===== src/rtl/port_chg_irq.sv =====
module port_chg_irq #(
  parameter int          W    = 4,
  parameter int          SYNC = 2,
  parameter logic [15:0] VEC  = 16'h0014
) (
  input  logic         clk,
  input  logic         rst_n,
  input  logic [W-1:0] pin_i,
  input  logic [W-1:0] bit_en_i,
  input  logic [W-1:0] pol_i,
  input  logic         master_en_i,
  input  logic         rate_sel_i,
  input  logic         tick_slow_i,
  input  logic         tick_fast_i,
  input  logic         flag_clr_i,
  output logic         irq_pulse_o,
  output logic         irq_flag_o,
  output logic [15:0]  vector_o
);

  logic [SYNC-1:0][W-1:0] pin_sync;
  logic [SYNC-1:0]        slow_sync, fast_sync;
  logic                   slow_d, fast_d;
  logic                   samp_q;

  wire [W-1:0] pin_s     = pin_sync[SYNC-1];
  wire         slow_s    = slow_sync[SYNC-1];
  wire         fast_s    = fast_sync[SYNC-1];
  wire         fall_slow = slow_d & ~slow_s;
  wire         fall_fast = fast_d & ~fast_s;
  wire         sample_en = rate_sel_i ? fall_fast : fall_slow;
  wire         active    = |(bit_en_i & (pin_s ^ pol_i));
  wire         set_ev    = sample_en & master_en_i & (active ^ samp_q);

  assign vector_o = VEC;

  always_ff @(posedge clk or negedge rst_n)
    if (!rst_n) begin
      pin_sync  <= '0;
      slow_sync <= '0;
      fast_sync <= '0;
      slow_d    <= 1'b0;
      fast_d    <= 1'b0;
    end else begin
      pin_sync  <= {pin_sync[SYNC-2:0], pin_i};
      slow_sync <= {slow_sync[SYNC-2:0], tick_slow_i};
      fast_sync <= {fast_sync[SYNC-2:0], tick_fast_i};
      slow_d    <= slow_s;
      fast_d    <= fast_s;
    end

  always_ff @(posedge clk or negedge rst_n)
    if (!rst_n) begin
      samp_q      <= 1'b0;
      irq_pulse_o <= 1'b0;
      irq_flag_o  <= 1'b0;
    end else begin
      if (sample_en) samp_q <= active;
      irq_pulse_o <= set_ev;
      irq_flag_o  <= set_ev | (irq_flag_o & ~flag_clr_i);
    end

endmodule



===== config.mk =====
export PLATFORM = sky130hd
export DESIGN_NAME = port_chg_irq
export DESIGN_NICKNAME = d
export VERILOG_FILES = /design/src/rtl/port_chg_irq.sv
export SDC_FILE = /design/constraint.sdc
export NUM_CORES = 1
export LEC_CHECK = 0
export ABC_AREA = 1
export BUFFER_PORTS_ARGS = -buffer_cell sky130_fd_sc_hd__buf_2
export CAP_MARGIN = 10
export CELL_PAD_IN_SITES_DETAIL_PLACEMENT = 1
export CELL_PAD_IN_SITES_GLOBAL_PLACEMENT = 1
export CORE_MARGIN = 1.5
export CORE_UTILIZATION = 33
export DETAILED_ROUTE_END_ITERATION = 10
export PLACE_DENSITY = 0.86
export SYNTH_ARGS = -nofsm -noshare
export SYNTH_HDL_FRONTEND = slang
export SYNTH_SLANG_ARGS = --single-unit

===== constraint.sdc =====
create_clock -name clk -period 2.1 [get_ports clk]
set_input_delay 0.42 -clock clk [delete_from_list [all_inputs] [get_ports clk]]
set_output_delay 0.42 -clock clk [all_outputs]
set_load 0.01 [all_outputs]

==> results of run 1 <==
-- logic make-up after synthesis --
logic type             share of synthesized area, %
flip-flops                                     58.4
AND/OR/NAND/NOR                                16.1
AO/OA/AOI/OAI                                  3.26
other                                          1.03
buffers and inverters                          21.1
-- metrics by stage --
step	cells	util [%]
6_report	121	40.7
5_1_grt	121	40.7
4_1_cts	121	40.7
3_5_place_dp	117	39.3
3_3_place_gp	117	39.3
2_1_floorplan	86	-
-- worst max path at each step --
stage | start | end | slack (ns)
CTS | irq_flag_o | irq_flag_o | 0.85
global placement | pol_i[3] | irq_flag_o | 0.96
floorplan | pol_i[3] | irq_flag_o | 1.11
detailed placement | pol_i[3] | irq_flag_o | 0.90
global route | irq_flag_o | irq_flag_o | 0.83
finish | irq_flag_o | irq_flag_o | 0.87
-- registers in the layout (all words and copies together) (netlist names) --
register     count
slow_d           1
pin_s            4
pin_sync         4
slow_sync        2
irq_pulse_o      1
irq_flag_o       1
fast_d           1
samp_q           1
fast_sync        2
-- synthesized netlist by cell type --
library cell | number | area, sq um
o21ai_1 | 1 | 5.00
nor2_2 | 1 | 6.26
nand3b_1 | 2 | 15.0
inv_1 | 9 | 33.8
nand3_2 | 1 | 10.0
nand2_1 | 15 | 56.3
dfrtp_1 | 17 | 425
nand3_1 | 3 | 15.0
nor2_1 | 4 | 15.0
a21boi_4 | 1 | 18.8
buf_4 | 16 | 120
conb_1 | 2 | 7.51
-- metal layers --
metal / track usage [%] / vias to the layer above / share of wire [%] / routed length, microns
li1: - / 225 / - / -
met1: 11.1 / 219 / 41 / 434
met2: 18.4 / 30 / 47 / 499
met3: 0.909 / 4 / 9.2 / 98
met4: 9.72 / 0 / 3.5 / 38
met5: 0 / - / 0 / 0
-- final cells by class --
cell class	instances	area (sq um)
clock buffer	3	22.5
timing repair buffer	20	100
clock inverter	1	5.00
tap	27	33.8
multi-input combinational	44	201
sequential	17	425
fill	247	1200
inverter	9	33.8
-- power breakdown --
group | switching (mW) | internal [mW] | total, mW
clock | 0.0949 | 0.0707 | 0.166
sequential | 0.00772 | 0.347 | 0.355
combinational | 0.0461 | 0.0275 | 0.0736
total | 0.149 | 0.445 | 0.594
==> flow_summary_export.csv, run 1 <==
group,metric,value,unit
run_status,status,"finished, final reports clean",
sta,rsz0062_at_grt,"no",
clock_network,cts_tree,"yes",
placement,dp_slack,0.901,ns
cells_and_area,syn2layout_area_growth,12.9,%
sta,hold_viol,0,
worst_setup_path,cp.arrival,0.81,ns
clock_network,clock_path_buffers,2,
die,die_h,50.0,microns
placement,placed_area,795,sq um
synthesis,synth.distinct_cells,12,
global_route,grt_first_pass_wirelength,1910,microns
worst_setup_path,r2r_cells,8,
sta,drv_slew,0,
sta,min_period_over_period,58.6,%
drt,drt-wirelength-per-cell,8.85,microns
sta,max_freq,813,MHz
power_and_ir_drop,powerDensity,723,nW/um^2
run,drv_cap,0,
sta,worst_slack,0.870,ns
synthesis,ys_seq_area_share,58.4,%
synthesis,syn-cell-area,728,sq um
clock_network,cts_root_buf,"clkbuf_4",
sta,fin_crit,1.23,ns
worst_setup_path,crit_slowest_cell,"dfrtp_1",
synthesis,synthCells,72,
clock_network,clk_latency,0.29,ns
worst_setup_path,cp-end-kind,"output port",
worst_setup_path,cpPeakStageDelay,0.38,ns
die,die_x,50.0,microns
power_and_ir_drop,p_total,0.594,mW
worst_setup_path,timing.rr.end,"irq_flag_o",
cells_and_area,nNetsFinal,114,
cells_and_area,layout_commonest_cell,"buf_2",
global_route,gr-total-overflow,0,
synthesis,yosysWarnings,0,
drt,ant_nets,0,
die,initial_utilization,36.0,%
cells_and_area,diodes,0,
worst_setup_path,cp_top_family,"flip-flops",
drt,routed_wl,1070,microns
global_route,antenna_found_initial,0,
clock_network,post-cts-setup-buffer-count,0,
clock_network,path_clk_slew,0.10,ns
worst_setup_path,critical_path.cell_chain,"buf_2",
drt,via_count,478,
sta,whs,0.0260,ns
worst_setup_path,cp_num_buf_inv,1,
worst_setup_path,cp.depth,1,
drt,vias_per_cell,3.95,
cells_and_area,fin_area,822,sq um
synthesis,syn_avg_cell_area,10.1,sq um
placement,portBuffers,20,
die,core,2020,sq um
die,placementRows,16,
clock_network,htree_num_levels,1,
worst_setup_path,cp.required,1.68,ns
clock_network,cts.sinks,17,
sta,fin_tns_setup,0,ns
die,io_pins,37,
worst_setup_path,start_kind,"flop",
drt,post-route-drc-count,0,
die,die_area,2500,sq um
cells_and_area,final_cell_mix,"20 x buf_2, 17 x dfrtp_1, 16 x conb_1",
power_and_ir_drop,power_leakage,0.478,nW
global_route,grt_pass1_vias,488,
clock_network,post_cts_resized,0,
power_and_ir_drop,peakVddDrop,348,uV
sta,clock_skew,0.00867,ns
drt,drt-pass1-iter-count,3,
placement,dpl.hpwl,920,microns
worst_setup_path,worst-setup-path-type,"flop to output port",
clock_network,numCtsBuffers,3,
sta,setup_viol,0,
synthesis,ys_ff_latch,17,
drt,drt-initial-drc-count,1,
global_route,grt_max_degree,18,
placement,gp_congestion,0.717,
hold_path,holdCritPathClass,"input pin to async pin",
worst_setup_path,rr_startpoint,"pin_s[3]",
worst_setup_path,cp_max_fo,2,
cells_and_area,final_layout_size_suffix_gt1_share,28.7,%
global_route,grt_use_total,10.6,%
clock_network,postCtsHoldBufs,0,
worst_setup_path,r2r_slack,1.07,ns
No activity file was read; power rests on OpenSTA's default activity.
==> run 2, diff against run 1 <==
Settings changed: CORE_UTILIZATION 33 to 31, PLACE_DENSITY 0.86 to 0.82.
Clock period 2.1 ns to 1.15 ns, I/O delays scaled along.
==> run 2 against run 1 <==
Non-clock buffer count increased by 1. Setup slack got worse by 0.77 ns. Sequential cell count unchanged. Global-route usage decreased by 0.13 points. Core utilization decreased by 2.7 points. Combinational power increased by 86%. First-iteration DRC count decreased by 100%. Die area increased by 6.1%. Critical path type unchanged. Critical endpoint unchanged. Largest power group unchanged. Highest routed layer is now met3.
==> flow_summary_export.csv, run 2 (synthesized netlist as in run 1, its figures left out) <==
group,metric,value,unit
die,die_area,2650,sq um
clock_network,cts_root_buf,"clkbuf_4",
global_route,use_met3,3.51,%
power_and_ir_drop,p_total,1.10,mW
worst_setup_path,critical_path.cell_chain,"buf_2",
worst_setup_path,r2r_cells,8,
drt,drt-pass1-iter-count,1,
cells_and_area,fin_util,38.0,%
clock_network,htree_num_levels,1,
drt,drt-initial-drc-count,0,
worst_setup_path,cp.required,0.92,ns
worst_setup_path,cp_top_family,"flip-flops",
die,die_x,51.5,microns
drt,routed_wl,1150,microns
power_and_ir_drop,peakVddDrop,599,uV
die,initial_utilization,32.9,%
placement,gp_congestion,0.679,
run_status,status,"finished, final reports clean",
sta,worst_slack,0.104,ns
placement,placed_area,796,sq um
global_route,gr-total-overflow,0,
clock_network,clk_latency,0.28,ns
sta,min_period_over_period,91.0,%
hold_path,hold_depth,1,
die,core,2210,sq um
die,die_h,51.5,microns
cells_and_area,multi_input_area,209,sq um
worst_setup_path,cp-end-kind,"output port",
sta,setup_viol,0,
worst_setup_path,cp.arrival,0.82,ns
global_route,grt_use_total,10.4,%
cells_and_area,syn2layout_area_growth,15.3,%
placement,portBuffers,20,
placement,dpl.hpwl,986,microns
global_route,grt_pass1_vias,469,
clock_network,cts.sinks,17,
sta,whs,0.0439,ns
cells_and_area,layout_commonest_cell,"buf_2",
global_route,grtUsageMet1,10.0,%
worst_setup_path,cp_max_fo,2,
drt,post-route-drc-count,0,
global_route,busiest_layer,"met2",
sta,hold_viol,0,
sta,clock_skew,0.00196,ns
placement,dp_slack,0.0933,ns
worst_setup_path,crit_slowest_cell,"dfrtp_1",
drt,drt-wirelength-per-cell,9.36,microns
worst_setup_path,rr_startpoint,"pin_s[3]",
power_and_ir_drop,powerDensity,1310,nW/um^2
hold_path,hold_start,"tick_slow_i",
sta,max_freq,956,MHz
worst_setup_path,timing.rr.end,"irq_flag_o",
drt,ant_nets,0,
power_and_ir_drop,power_leakage,0.479,nW
global_route,antenna_found_initial,0,
global_route,grt_first_pass_wirelength,1970,microns
hold_path,holdCritPathClass,"input pin to flop",
run,drv_cap,0,
clock_network,numCtsBuffers,3,
global_route,use_met2,18.8,%
cells_and_area,final.fill_count,281,
cells_and_area,nNetsFinal,115,
die,placementRows,17,
sta,drv_slew,0,
cells_and_area,diodes,0,
worst_setup_path,start_kind,"flop",
drt,via_count,476,
clock_network,post-cts-setup-buffer-count,0,
worst_setup_path,worst-setup-path-type,"flop to output port",
worst_setup_path,cpPeakStageDelay,0.39,ns
cells_and_area,final_cell_mix,"20 x buf_2, 17 x dfrtp_1, 16 x conb_1",
clock_network,clock_path_buffers,2,
drt,vias_per_cell,3.87,
global_route,grt_max_degree,18,
worst_setup_path,r2r_slack,0.11,ns
cells_and_area,fin_area,840,sq um
hold_path,holdPathEnd,"slow_sync[0]",
cells_and_area,final_layout_size_suffix_gt1_share,30.5,%
clock_network,path_clk_slew,0.09,ns
clock_network,cts_tree,"yes",
sta,fin_crit,1.05,ns
worst_setup_path,cp_num_buf_inv,1,
cells_and_area,regArea,425,sq um
die,io_pins,37,
## run 2: cell types whose count changed in the layout (fill, tap and decap cells not counted), sizes merged
cell | before | now
clkbuf | 3 | 4
clkinv | 1 | 0
dlygate4sd3 | 0 | 1
## run 2: layer usage
| layer | up-vias | routed length, microns |
|---|---|---|
| met5 | - | 0 |
| met3 | 0 | 116 |
| met4 | 0 | 0 |
| li1 | 226 | - |
| met2 | 25 | 624 |
| met1 | 225 | 410 |
## run 2: power by group
| group | switching, mW | internal (mW) | leakage, nW |
|---|---|---|---|
| clock network | 0.175 | 0.135 | 0.0150 |
| registers | 0.0172 | 0.634 | 0.202 |
| logic | 0.0838 | 0.0537 | 0.262 |
## run 2: stage by stage
| stage | TNS (ns) | cells |
|---|---|---|
| after floorplan | 0 | 86 |
| after global placement | 0 | 118 |
| after detailed placement | 0 | 118 |
| after CTS | 0 | 123 |
| after global routing | -0.00658 | 123 |
| final | 0 | 123 |
## run 2: worst max-delay path by stage
stage	from	endpoint	slack (ns)	cells after the start
final	irq_flag_o	irq_flag_o	0.10	1
after detailed placement	pin_s[3]	irq_flag_o	0.09	8
after global placement	pin_s[3]	irq_flag_o	0.14	8
after CTS	pin_s[3]	irq_flag_o	0.07	8
after floorplan	pin_s[3]	irq_flag_o	0.21	8
after global routing	pin_s[3]	irq_flag_o	-0.007	8
## run 2: what timing repair did
| action | CTS | global route |
|---|---|---|
| resized for setup | 0 | 3 |
| hold endpoints to repair | 17 | 0 |
| hold buffers | 1 | 0 |
| endpoints found under the setup margin | 0 | 1 |
## run 2: area by class of cell
cell class	count	share of cell area (%)
Multi-Input combinational cell	44	24.9
Tap cell	28	4.17
Clock buffer	4	3.13
Timing Repair Buffer	21	13.1
Sequential cell	17	50.7
Inverter	9	4.02
==> run 3, diff against run 2 <==
Settings changed: CORE_UTILIZATION 31 to 33, CTS_BUF_LIST set to sky130_fd_sc_hd__clkbuf_8, PLACE_DENSITY 0.82 to 0.86.
==> run 3 against run 2 <==
Die area down 5.7%. Clock power rose by 38%. Core utilization is 4.1 points higher. Largest power group unchanged. Sequential cell count stayed put. Critical path depth up 7. Final cell count decreased by 0.81%. Power is 11% higher. Global-route usage up 1.1 points. Sequential power is essentially flat.
==> flow_summary_export.csv, run 3 (synthesized netlist as in run 1, its figures left out) <==
group,metric,value,unit
drt,ant_nets,0,
drt,via_count,479,
drt,drt-pass1-iter-count,1,
global_route,grt_use_total,11.5,%
power_and_ir_drop,p_comb_share,11.3,%
worst_setup_path,cp-end-kind,"flop",
cells_and_area,syn2layout_area_growth,16.7,%
drt,routed_wl,1230,microns
placement,dpl.hpwl,1000,microns
clock_network,path_clk_slew,0.06,ns
global_route,use_met3,3.94,%
clock_network,post_cts_resized,0,
worst_setup_path,r2r_cells,8,
sta,fin_tns_setup,0,ns
cells_and_area,final.fill_count,254,
sta,clock_skew,0.00206,ns
clock_network,postCtsHoldBufs,1,
cells_and_area,fin_area,850,sq um
die,initial_utilization,36.0,%
clock_network,htree_num_levels,1,
drt,post-route-drc-count,0,
global_route,grt_max_degree,18,
die,die_x,50.0,microns
die,die_h,50.0,microns
power_and_ir_drop,swShare,24.0,%
worst_setup_path,worstSetupEndpoint,"irq_flag_o",
placement,dpl.cell_count,117,
sta,drv_slew,0,
clock_network,cts_root_buf,"clkbuf_8",
worst_setup_path,rr_startpoint,"pin_s[2]",
power_and_ir_drop,power_leakage,0.491,nW
cells_and_area,fin_util,42.0,%
cells_and_area,layout_commonest_cell,"buf_2",
placement,placed_area,795,sq um
cells_and_area,final_cell_mix,"20 x buf_2, 17 x dfrtp_1, 16 x conb_1",
sta,min_period_over_period,91.2,%
worst_setup_path,worstSetupStartpoint,"pin_s[2]",
global_route,use_met2,20.2,%
run,drv_cap,0,
worst_setup_path,cp.required,1.30,ns
clock_network,numCtsBuffers,3,
global_route,gr-total-overflow,0,
power_and_ir_drop,pwr-share-seq,53.6,%
worst_setup_path,cp.arrival,1.19,ns
die,io_pins,37,
worst_setup_path,worst-setup-path-type,"flop to flop",
placement,portBuffers,20,
drt,vias_per_cell,3.93,
placement,gp_congestion,0.693,
clock_network,cts_tree,"yes",
clock_network,post-cts-setup-buffer-count,0,
cells_and_area,final_layout_size_suffix_gt1_share,27.4,%
drt,drt-initial-drc-count,0,
sta,setup_viol,0,
sta,fin_crit,1.05,ns
global_route,busiest_layer,"met2",
sta,max_freq,953,MHz
worst_setup_path,r2r_slack,0.10,ns
cells_and_area,fin_cells,122,
worst_setup_path,start_kind,"flop",
global_route,grt_first_pass_wirelength,2010,microns
worst_setup_path,timing.rr.end,"irq_flag_o",
power_and_ir_drop,powerDensity,1430,nW/um^2
worst_setup_path,cp_max_fo,2,
global_route,antenna_found_initial,0,
clock_network,clock_path_buffers,2,
power_and_ir_drop,peakVddDrop,758,uV
run_status,status,"finished, final reports clean",
die,die_area,2500,sq um
cells_and_area,nNetsFinal,115,
clock_network,cts.sinks,17,
hold_path,holdCritPathClass,"input pin to flop",
power_and_ir_drop,internal_power,0.925,mW
sta,rsz0062_at_grt,"no",
power_and_ir_drop,power.clock.fraction,35.1,%
sta,hold_viol,0,
power_and_ir_drop,p_switching,0.293,mW
clock_network,clk_latency,0.25,ns
die,core,2020,sq um
die,placementRows,16,
global_route,grtUsageMet1,11.0,%
drt,drt-wirelength-per-cell,10.1,microns
global_route,grt_pass1_vias,493,
cells_and_area,diodes,0,
-- run 3: changes by cell type in the layout (fill, tap and decap cells not counted), sizes merged --
cell	before	now
inv	9	10
clkbuf	4	3
-- run 3: power by group through the flow --
stage               combinational (mW)  clock (mW)  sequential [mW]
floorplan                        0.115           0            0.660
global placement                 0.129           0            0.659
detailed placement               0.137           0            0.663
CTS                              0.140       0.445            0.653
global route                     0.159       0.479            0.656
finish                           0.138       0.427            0.652
-- run 3: area by class of cell --
class                           instances  area, sq um  share of cell area, %
Sequential cell                        17          425                   50.1
Multi-Input combinational cell         44          201                   23.7
Clock buffer                            3         41.3                   4.86
Tap cell                               27         33.8                   3.98
Inverter                                9         33.8                   3.98
Clock inverter                          1         3.75                  0.442
Timing Repair Buffer                   21          110                   13.0
-- run 3: worst min path at each step --
stage                            from            to  cells after the start
after global routing         pin_i[2]   pin_sync[2]                      1
after detailed placement        rst_n  slow_sync[0]                      1
after global placement          rst_n  slow_sync[0]                      1
after floorplan                 rst_n        fast_d                      0
after CTS                 tick_fast_i  fast_sync[0]                      1
final                     tick_fast_i  fast_sync[0]                      1
-- run 3: routing by layer --
metal | wire length (microns) | vias to the layer above
met3 | 115 | 3
met2 | 628 | 31
met4 | 33 | 0
li1 | - | 227
met1 | 457 | 218
met5 | 0 | -
-- run 3: metrics by stage --
step | setup slack (ns) | hold slack (ns) | total power, mW
4_1_cts | 0.0954 | 0.0740 | 1.24
5_1_grt | 0.00302 | 0.0695 | 1.29
3_5_place_dp | 0.0997 | 0.165 | 0.801
2_1_floorplan | 0.211 | -0.0656 | 0.775
6_report | 0.101 | 0.0792 | 1.22
3_3_place_gp | 0.151 | 0.154 | 0.788
-- run 3: critical path: stages (launching register included) --
cell,delay [ns]
dfrtp_1,0.38
nand2_1,0.09
nand3_1,0.09
nand2_1,0.08
inv_1,0.05
nand2_1,0.07
nand2_1,0.06
nand3_2,0.07
nand2_1,0.05
